==> src/rtl/irq_agg_pkg.sv <==
package irq_agg_pkg;

    localparam int unsigned DATA_W = 32;

    // Register offsets in the byte address space of the slave.
    localparam logic [7:0] OFS_CLEAR  = 8'h10;
    localparam logic [7:0] OFS_MASK   = 8'h14;
    localparam logic [7:0] OFS_STATUS = 8'h1C;

    typedef enum logic [1:0] {
        SEL_NONE   = 2'd0,
        SEL_CLEAR  = 2'd1,
        SEL_MASK   = 2'd2,
        SEL_STATUS = 2'd3
    } reg_sel_e;

endpackage

==> src/rtl/irq_agg_sync.sv <==
module irq_agg_sync #(
    parameter int unsigned N      = 32,
    parameter int unsigned STAGES = 2
) (
    input  logic         clk,
    input  logic         rst_n,
    input  logic [N-1:0] async_in,
    output logic [N-1:0] sync_out
);

    logic [N-1:0] stage_d [STAGES];
    logic [N-1:0] stage_q [STAGES];

    for (genvar s = 0; s < STAGES; s++) begin : g_stage
        if (s == 0) begin : g_first
            always_comb stage_d[s] = async_in;
        end else begin : g_next
            always_comb stage_d[s] = stage_q[s-1];
        end

        always_ff @(posedge clk or negedge rst_n) begin
            if (!rst_n) begin
                stage_q[s] <= '0;
            end else begin
                stage_q[s] <= stage_d[s];
            end
        end
    end

    assign sync_out = stage_q[STAGES-1];

endmodule

==> src/rtl/irq_agg_pend.sv <==
module irq_agg_pend #(
    parameter int unsigned N = 32
) (
    input  logic         clk,
    input  logic         rst_n,
    input  logic [N-1:0] level_in,
    input  logic [N-1:0] clear_hold,
    input  logic [N-1:0] block,
    output logic [N-1:0] pend,
    output logic [N-1:0] visible,
    output logic         any_visible
);

    typedef struct packed {
        logic [N-1:0] pend;
    } pend_state_t;

    pend_state_t st_d, st_q;

    always_comb begin
        st_d = st_q;
        for (int i = 0; i < N; i++) begin
            if (clear_hold[i]) begin
                st_d.pend[i] = 1'b0;           // clear beats set
            end else if (level_in[i]) begin
                st_d.pend[i] = 1'b1;
            end
        end
    end

    always_ff @(posedge clk or negedge rst_n) begin
        if (!rst_n) begin
            st_q <= '0;
        end else begin
            st_q <= st_d;
        end
    end

    assign pend        = st_q.pend;
    assign visible     = st_q.pend & ~block;
    assign any_visible = |visible;

endmodule

==> src/rtl/irq_agg_regs.sv <==
module irq_agg_regs
    import irq_agg_pkg::*;
#(
    parameter int unsigned N      = 32,
    parameter int unsigned ADDR_W = 16
) (
    input  logic              clk,
    input  logic              rst_n,
    input  logic              psel,
    input  logic              penable,
    input  logic              pwrite,
    input  logic [ADDR_W-1:0] paddr,
    input  logic [DATA_W-1:0] pwdata,
    input  logic [N-1:0]      status,
    output logic [DATA_W-1:0] prdata,
    output logic [N-1:0]      clear_q,
    output logic [N-1:0]      mask_q
);

    typedef struct packed {
        logic [N-1:0] clr;
        logic [N-1:0] mask;
    } reg_state_t;

    reg_state_t st_d, st_q;
    reg_sel_e   sel;
    logic       wr_en;

    always_comb begin
        sel = SEL_NONE;
        if (paddr == ADDR_W'(OFS_CLEAR)) begin
            sel = SEL_CLEAR;
        end else if (paddr == ADDR_W'(OFS_MASK)) begin
            sel = SEL_MASK;
        end else if (paddr == ADDR_W'(OFS_STATUS)) begin
            sel = SEL_STATUS;
        end
    end

    assign wr_en = psel & penable & pwrite;

    always_comb begin
        st_d = st_q;
        if (wr_en) begin
            case (sel)
                SEL_CLEAR: st_d.clr  = pwdata[N-1:0];
                SEL_MASK:  st_d.mask = pwdata[N-1:0];
                default:   ;                  // status and holes ignore writes
            endcase
        end
    end

    always_ff @(posedge clk or negedge rst_n) begin
        if (!rst_n) begin
            st_q.clr  <= '0;
            st_q.mask <= '1;
        end else begin
            st_q <= st_d;
        end
    end

    always_comb begin
        prdata = '0;
        if (psel) begin
            case (sel)
                SEL_CLEAR:  prdata = DATA_W'(st_q.clr);
                SEL_MASK:   prdata = DATA_W'(st_q.mask);
                SEL_STATUS: prdata = DATA_W'(status);
                default:    prdata = '0;
            endcase
        end
    end

    assign clear_q = st_q.clr;
    assign mask_q  = st_q.mask;

endmodule

==> src/rtl/ext_irq_aggregator.sv <==
module ext_irq_aggregator
    import irq_agg_pkg::*;
#(
    parameter int unsigned NUM_SRC     = 32,
    parameter int unsigned ADDR_W      = 16,
    parameter int unsigned SYNC_STAGES = 2
) (
    input  logic              pclk,
    input  logic              presetn,
    input  logic              psel,
    input  logic              penable,
    input  logic              pwrite,
    input  logic [ADDR_W-1:0] paddr,
    input  logic [DATA_W-1:0] pwdata,
    output logic [DATA_W-1:0] prdata,
    output logic              pready,
    output logic              pslverr,
    input  logic [NUM_SRC-1:0] src_in,
    output logic              irq_out
);

    logic [NUM_SRC-1:0] sync_q;
    logic [NUM_SRC-1:0] pend_q;
    logic [NUM_SRC-1:0] mask_q;
    logic [NUM_SRC-1:0] clr_q;
    logic [NUM_SRC-1:0] status;

    irq_agg_sync #(
        .N      (NUM_SRC),
        .STAGES (SYNC_STAGES)
    ) u_sync (
        .clk      (pclk),
        .rst_n    (presetn),
        .async_in (src_in),
        .sync_out (sync_q)
    );

    irq_agg_pend #(
        .N (NUM_SRC)
    ) u_pend (
        .clk         (pclk),
        .rst_n       (presetn),
        .level_in    (sync_q),
        .clear_hold  (clr_q),
        .block       (mask_q),
        .pend        (pend_q),
        .visible     (status),
        .any_visible (irq_out)
    );

    irq_agg_regs #(
        .N      (NUM_SRC),
        .ADDR_W (ADDR_W)
    ) u_regs (
        .clk     (pclk),
        .rst_n   (presetn),
        .psel    (psel),
        .penable (penable),
        .pwrite  (pwrite),
        .paddr   (paddr),
        .pwdata  (pwdata),
        .status  (status),
        .prdata  (prdata),
        .clear_q (clr_q),
        .mask_q  (mask_q)
    );

    assign pready  = 1'b1;
    assign pslverr = 1'b0;

endmodule

==> config.mk <==
export PLATFORM = sky130hd
export DESIGN_NAME = ext_irq_aggregator
export DESIGN_NICKNAME = d
export VERILOG_FILES = /design/src/rtl/irq_agg_pkg.sv /design/src/rtl/irq_agg_sync.sv /design/src/rtl/irq_agg_pend.sv /design/src/rtl/irq_agg_regs.sv /design/src/rtl/ext_irq_aggregator.sv
export SDC_FILE = /design/constraint.sdc
export NUM_CORES = 1
export LEC_CHECK = 0
export ABC_AREA = 1
export ABC_CLOCK_PERIOD_IN_PS = 2070
export BUFFER_PORTS_ARGS = -buffer_cell sky130_fd_sc_hd__buf_2
export CAP_MARGIN = 25
export CORE_MARGIN = 3
export CORE_UTILIZATION = 56
export CTS_CLUSTER_SIZE = 14
export DETAILED_ROUTE_END_ITERATION = 16
export PLACE_DENSITY_LB_ADDON = 0.3
export SKIP_CTS_REPAIR_TIMING = 1
export SLEW_MARGIN = 20
export SYNTH_ARGS = -nofsm -noshare
export SYNTH_HDL_FRONTEND = slang
export SYNTH_HIERARCHICAL = 1
export SYNTH_SLANG_ARGS = --single-unit
==> constraint.sdc <==
create_clock -name pclk -period 2.07 [get_ports pclk]
set_clock_uncertainty 0.15 [all_clocks]
set_input_delay 0.414 -clock pclk [delete_from_list [all_inputs] [get_ports pclk]]
set_output_delay 0.414 -clock pclk [all_outputs]
set_load 0.03 [all_outputs]
-- Word-level counts from Yosys, hierarchy flattened
Cells that the tools add are included.
- eq/ne operators: 6
- multiplexer cells: 69
- bitwise logic cells: 4
- reductions and logical operators: 35
- operator list (cell ; number):
    $pmux 32 s3 ; 1
    $mux 1 ; 64
    $reduce_bool 2->1 ; 32
    $eq 16x5->1 const B ; 3
    $and 32x32->32 ; 1
    $mux 32 ; 1
    $not 32->32 ; 1
    $reduce_or 32->1 ; 1
    $mux 2 ; 3
    $eq 2x2->1 const B ; 2
    $reduce_and 2->1 ; 2
    $and 1x1->1 ; 2
    $eq 2x1->1 const B ; 1
- flip-flop bits (word level): 160
- bits of input ports: 85
- output and inout port bits: 35

-- Logic depth before layout (Yosys ltp)
- word-level depth: 7
- mapped depth: 10
- gate-level depth less buffers: 8

-- Cells and area by module
The synthesis kept the hierarchy.
- by module, submodules not included (module ; instances ; cells an instance ; area an instance (µm²) ; seq. area each (µm²)):
    irq_agg_regs ; 1 ; 527 ; 3896.2 ; 1641.6
    irq_agg_sync ; 1 ; 64 ; 1601.5 ; 1601.5
    irq_agg_pend ; 1 ; 223 ; 1517.7 ; 800.8
    ext_irq_aggregator ; 1 ; 4 ; 22.5 ; 0.0

-- Worst setup path before layout
OpenSTA, ideal clock, no wires.
- kind: input-to-output
- start: input port paddr[11]
- end: output port prdata[10]
- arrival time: 1.495 ns
- setup slack: 0.011 ns
- stages on the path: 9
- buffers on the path: 3
- path through: nor2_1 and2_1 buf_4 buf_4 buf_2 nand4_1 nand3_1 nand2_1 inv_1
- cells in the longest elaborated chain, start to end: 7
- elaborated cells on any way between the ends: 11
- those cells by class: 6 x eq/ne; 5 x mux
- ends and longest elaborated chain (what ; RTL line ; text):
    start: declaration ; ext_irq_aggregator.sv:13 ; input logic [ADDR_W-1:0] paddr,
    $eq 16x5->1 ; irq_agg_regs.sv:35 ; end else if (paddr == ADDR_W'(OFS_STATUS)) begin
    $mux 2 ; irq_agg_regs.sv:35 ;
    $mux 2 ; irq_agg_regs.sv:33 ; end else if (paddr == ADDR_W'(OFS_MASK)) begin
    $mux 2 * ; irq_agg_regs.sv:31 ; if (paddr == ADDR_W'(OFS_CLEAR)) begin
    $eq 2x2->1 or $eq 2x1->1 (tied branches) ; irq_agg_regs.sv:65 ; case (sel)
    $pmux 32 s3 * ; irq_agg_regs.sv:65 ;
    $mux 32 * ; irq_agg_regs.sv:64 ; if (psel) begin
    end: declaration ; ext_irq_aggregator.sv:15 ; output logic [DATA_W-1:0] prdata,
Every way passes the cells marked *; elsewhere a longest branch is shown, timed or not.

-- Final worst setup path
- start: input port paddr[9]
- end: output port prdata[17]
Same word-level chain as after synthesis.

==> impl_metrics.csv <==
group,metric,value,unit
floorplanning,io_pins,120,
sta,worst_slew_pin_slew,513.7,ps
synthesis,netlist_area,0.007038,mm^2
status,status,"finished with violations",
synthesis,synth_edf_count,0,
drt,via_count,6448,
floorplanning,start_util,57.87,%
setup_path,crit_family,"simple AND/OR/NAND/NOR gates",
sta,post-route-min-period,2326,ps
cts,cts.clk_slew.worst_paths,60,ps
cts,cts_tree,"built",
placed_design,gp_congestion,0.8241,
synthesis,syn_avg_cell_area,8.604,um^2
synthesis,yosys_warnings,6,
synthesis,yosysMostFrequentCell,"nand2_1",
placed_design,portBuffers,117,
cts,clk_path_buf_depth,2,
cells_and_area,syn2layout_area_growth,37.65,%
grt,antenna_found_initial,1,
power,power.leakage,4.874,nW
floorplanning,num_rows,40,
floorplanning,die_w,118.1,um
setup_path,worst-path-max-fanout,7,
grt,overflow,0,
setup_path,crit_path_cell_trace,"buf_2, nor2_2, nand2_2, nor2_8, nand2_4, nor2_4, buf_6, nand2_1, inv_1, buf_6",
cts,clk_latency,430,ps
synthesis,synth_common_cells,"189 x nand2_1, 134 x inv_1, 128 x dfrtp_1",
synthesis,synth_top_area_share,45.51,%
setup_path,cp_slowest_stage_delay,260,ps
drt,drc_errors,0,
synthesis,netlist_instances,818,
drt,wire_per_inst,17.99,um
min_path,hp-class,"primary input to flop",
cells_and_area,fin_area,0.009688,mm^2
setup_path,critPathBufInv,4,
placed_design,dp_hpwl,10670,um
synthesis,async_reset_ff_share,100.0,%
grt,grt_util_all_layers,25.39,%
drt,drtIter0Drc,523,
synthesis,synth_top_area_cell,"dfrtp_1",
drt,first_pass_iters,5,
synthesis,seq_area_frac_synth,57.46,%
synthesis,ys.flop_type,"dfrtp_1",
grt,grt_pass1_wl,28200,um
setup_path,critPathCaptureType,"primary output",
status,violations,"setup timing",
setup_path,crit_type,"primary input to primary output",
grt,grt_max_degree,62,
placed_design,placed_area,0.007909,mm^2
floorplanning,die-area,0.01395,mm^2
drt,routed_wl,20890,um
synthesis,synth_area_leaders,"dfrtp_1 46%, dfstp_2 12%, nand2_1 10%, nand4_1 8.5%, inv_1 7.1%",
sta,hold_viol,0,
setup_path,required,1510,ps
floorplanning,dieHeight,118.1,um
cells_and_area,nets,1064,
sta,rsz0062_at_grt,"true",
cts,cts_inserted_buffers,17,
placed_design,placed_cells,1077,
power,ir_drop,0.0006564,V
drt,vias_per_cell,5.554,
setup_path,startpoint_type,"primary input",
setup_path,crit_top_cell,"buf_6",
cts,cts_max_level,4,
synthesis,synth_cell_types,21,
setup_path,cpMaxStageDelayCell,"nor2_4",
cells_and_area,layout-drive-gt1-share,33.57,%
setup_path,arrival,1760,ps
sta,fmaxAchievable,429.9,MHz
grt,grt_pass1_vias,5768,
flow_run,drv_cap,0,
synthesis,synth_seq_cells,160,
synthesis,syn-num-nets,903,
power,power_density,707.8,mW/mm^2
cts,cts_sinks,160,
cts,cts-root-buf,"clkbuf_16",
sta,fin_crit_sh,112.4,%
drt,ant_nets,0,
sta,setup_violations,33,
floorplanning,coreArea,0.01216,mm^2
cells_and_area,fin_cells,1161,
sta,slew_viol_final,0,
sta,slew_headroom,65.75,%
sta,worst_slack,-256.3,ps
[path summary, 6_finish.rpt]
path                                    from             endpoint  slack (ps)  cells after the start
hold reg to reg            u_sync/stage_d[4]   u_sync/sync_out[4]         190                      0
min in group asynchronous            presetn  u_sync/sync_out[28]         190                      2
setup / recovery                    paddr[9]           prdata[17]        -260                     10
setup reg to reg           u_regs/mask_q[26]    u_regs/mask_q[26]        1070                      3
max in group asynchronous            presetn     u_regs/mask_q[6]         880                      3
hold / removal                     pwdata[2]     u_regs/mask_q[2]          50                      3
[cell families after synthesis]
kind of cell,Yosys count,share of synthesized area [%]
buffers and inverters,184,11.18
and+or+nand+nor,407,26.63
DFF,160,57.46
other,2,0.1067
AOI/OAI and AO/OA,65,4.622
[per-stage QoR]
| stage | total power (W) | setup slack [ps] | hold WS [ps] | utilization, % | setup TNS, ps |
|---|---|---|---|---|---|
| floorplan | 0.003328 | 11.50 | -31.59 | - | 0 |
| global placement | 0.003522 | -206.1 | 53.60 | 65.03 | -5612 |
| detailed placement | 0.003526 | -221.0 | 51.75 | 65.03 | -5937 |
| CTS | 0.006822 | -309.2 | -402.4 | 70.16 | -6497 |
| global route | 0.007078 | -310.9 | 39.23 | 79.66 | -9068 |
| finish | 0.006858 | -256.3 | 45.63 | 79.66 | -6722 |
[flip-flops by register name, summed over array words and instances, names as in the netlist]
name	cells
u_pend/pend	32
u_sync/stage_d	32
u_sync/sync_out	32
u_regs/mask_q	32
u_regs/clear_q	32
[worst reg2reg max path, delay by kind of cell, from the launching register on]
family / cells / cell delay [ps]
AO/OA/AOI/OAI: 1 / 70
flip-flops: 1 / 550
buffers and inverters: 1 / 110
AND/OR/NAND/NOR: 1 / 70
[per-layer routing]
layer | track usage [%] | vias to the layer above | share of wire, %
li1 | - | 2942 | -
met1 | 33.63 | 3098 | 38
met2 | 40.80 | 352 | 52
met3 | 5.670 | 56 | 8.1
met4 | 10.18 | 0 | 2.7
met5 | 0 | - | 0
[cell type report]
cell class | instances | area, um^2
diodes | 1 | 2.502
clock buffers | 23 | 467.9
clock inverters | 9 | 156.4
fillers | 760 | 2474
inverters | 134 | 503.0
multi-input cells | 474 | 2521
flip-flops and latches | 160 | 4044
well taps | 168 | 210.2
repair buffers | 192 | 1783
[report_power, final]
group / internal (W) / total (W) / switching [W]
Combinational: 0.000142 / 0.000331 / 0.000190
Sequential: 0.00319 / 0.00322 / 0.0000205
Clock: 0.00208 / 0.00331 / 0.00123
[cell usage in the layout, fill, tap and decap left out, types with 5 or more instances in the layout]
master,Yosys,routed
nor2_1,81,70
dfstp_2,32,32
dlygate4sd3_1,0,33
clkbuf_16,0,23
nand3_2,0,10
inv_1,134,102
buf_2,20,81
nand2_2,0,36
buf_4,11,14
nand4_1,96,96
nand3_1,33,23
inv_2,0,32
nor2_2,3,10
dfrtp_1,128,128
nand2_4,0,16
buf_12,0,14
nor2_4,1,5
o21ai_1,32,32
nand2_1,189,137
o21ai_0,32,32
buf_6,4,43
Note: power is estimated with default switching activity, not from simulation.
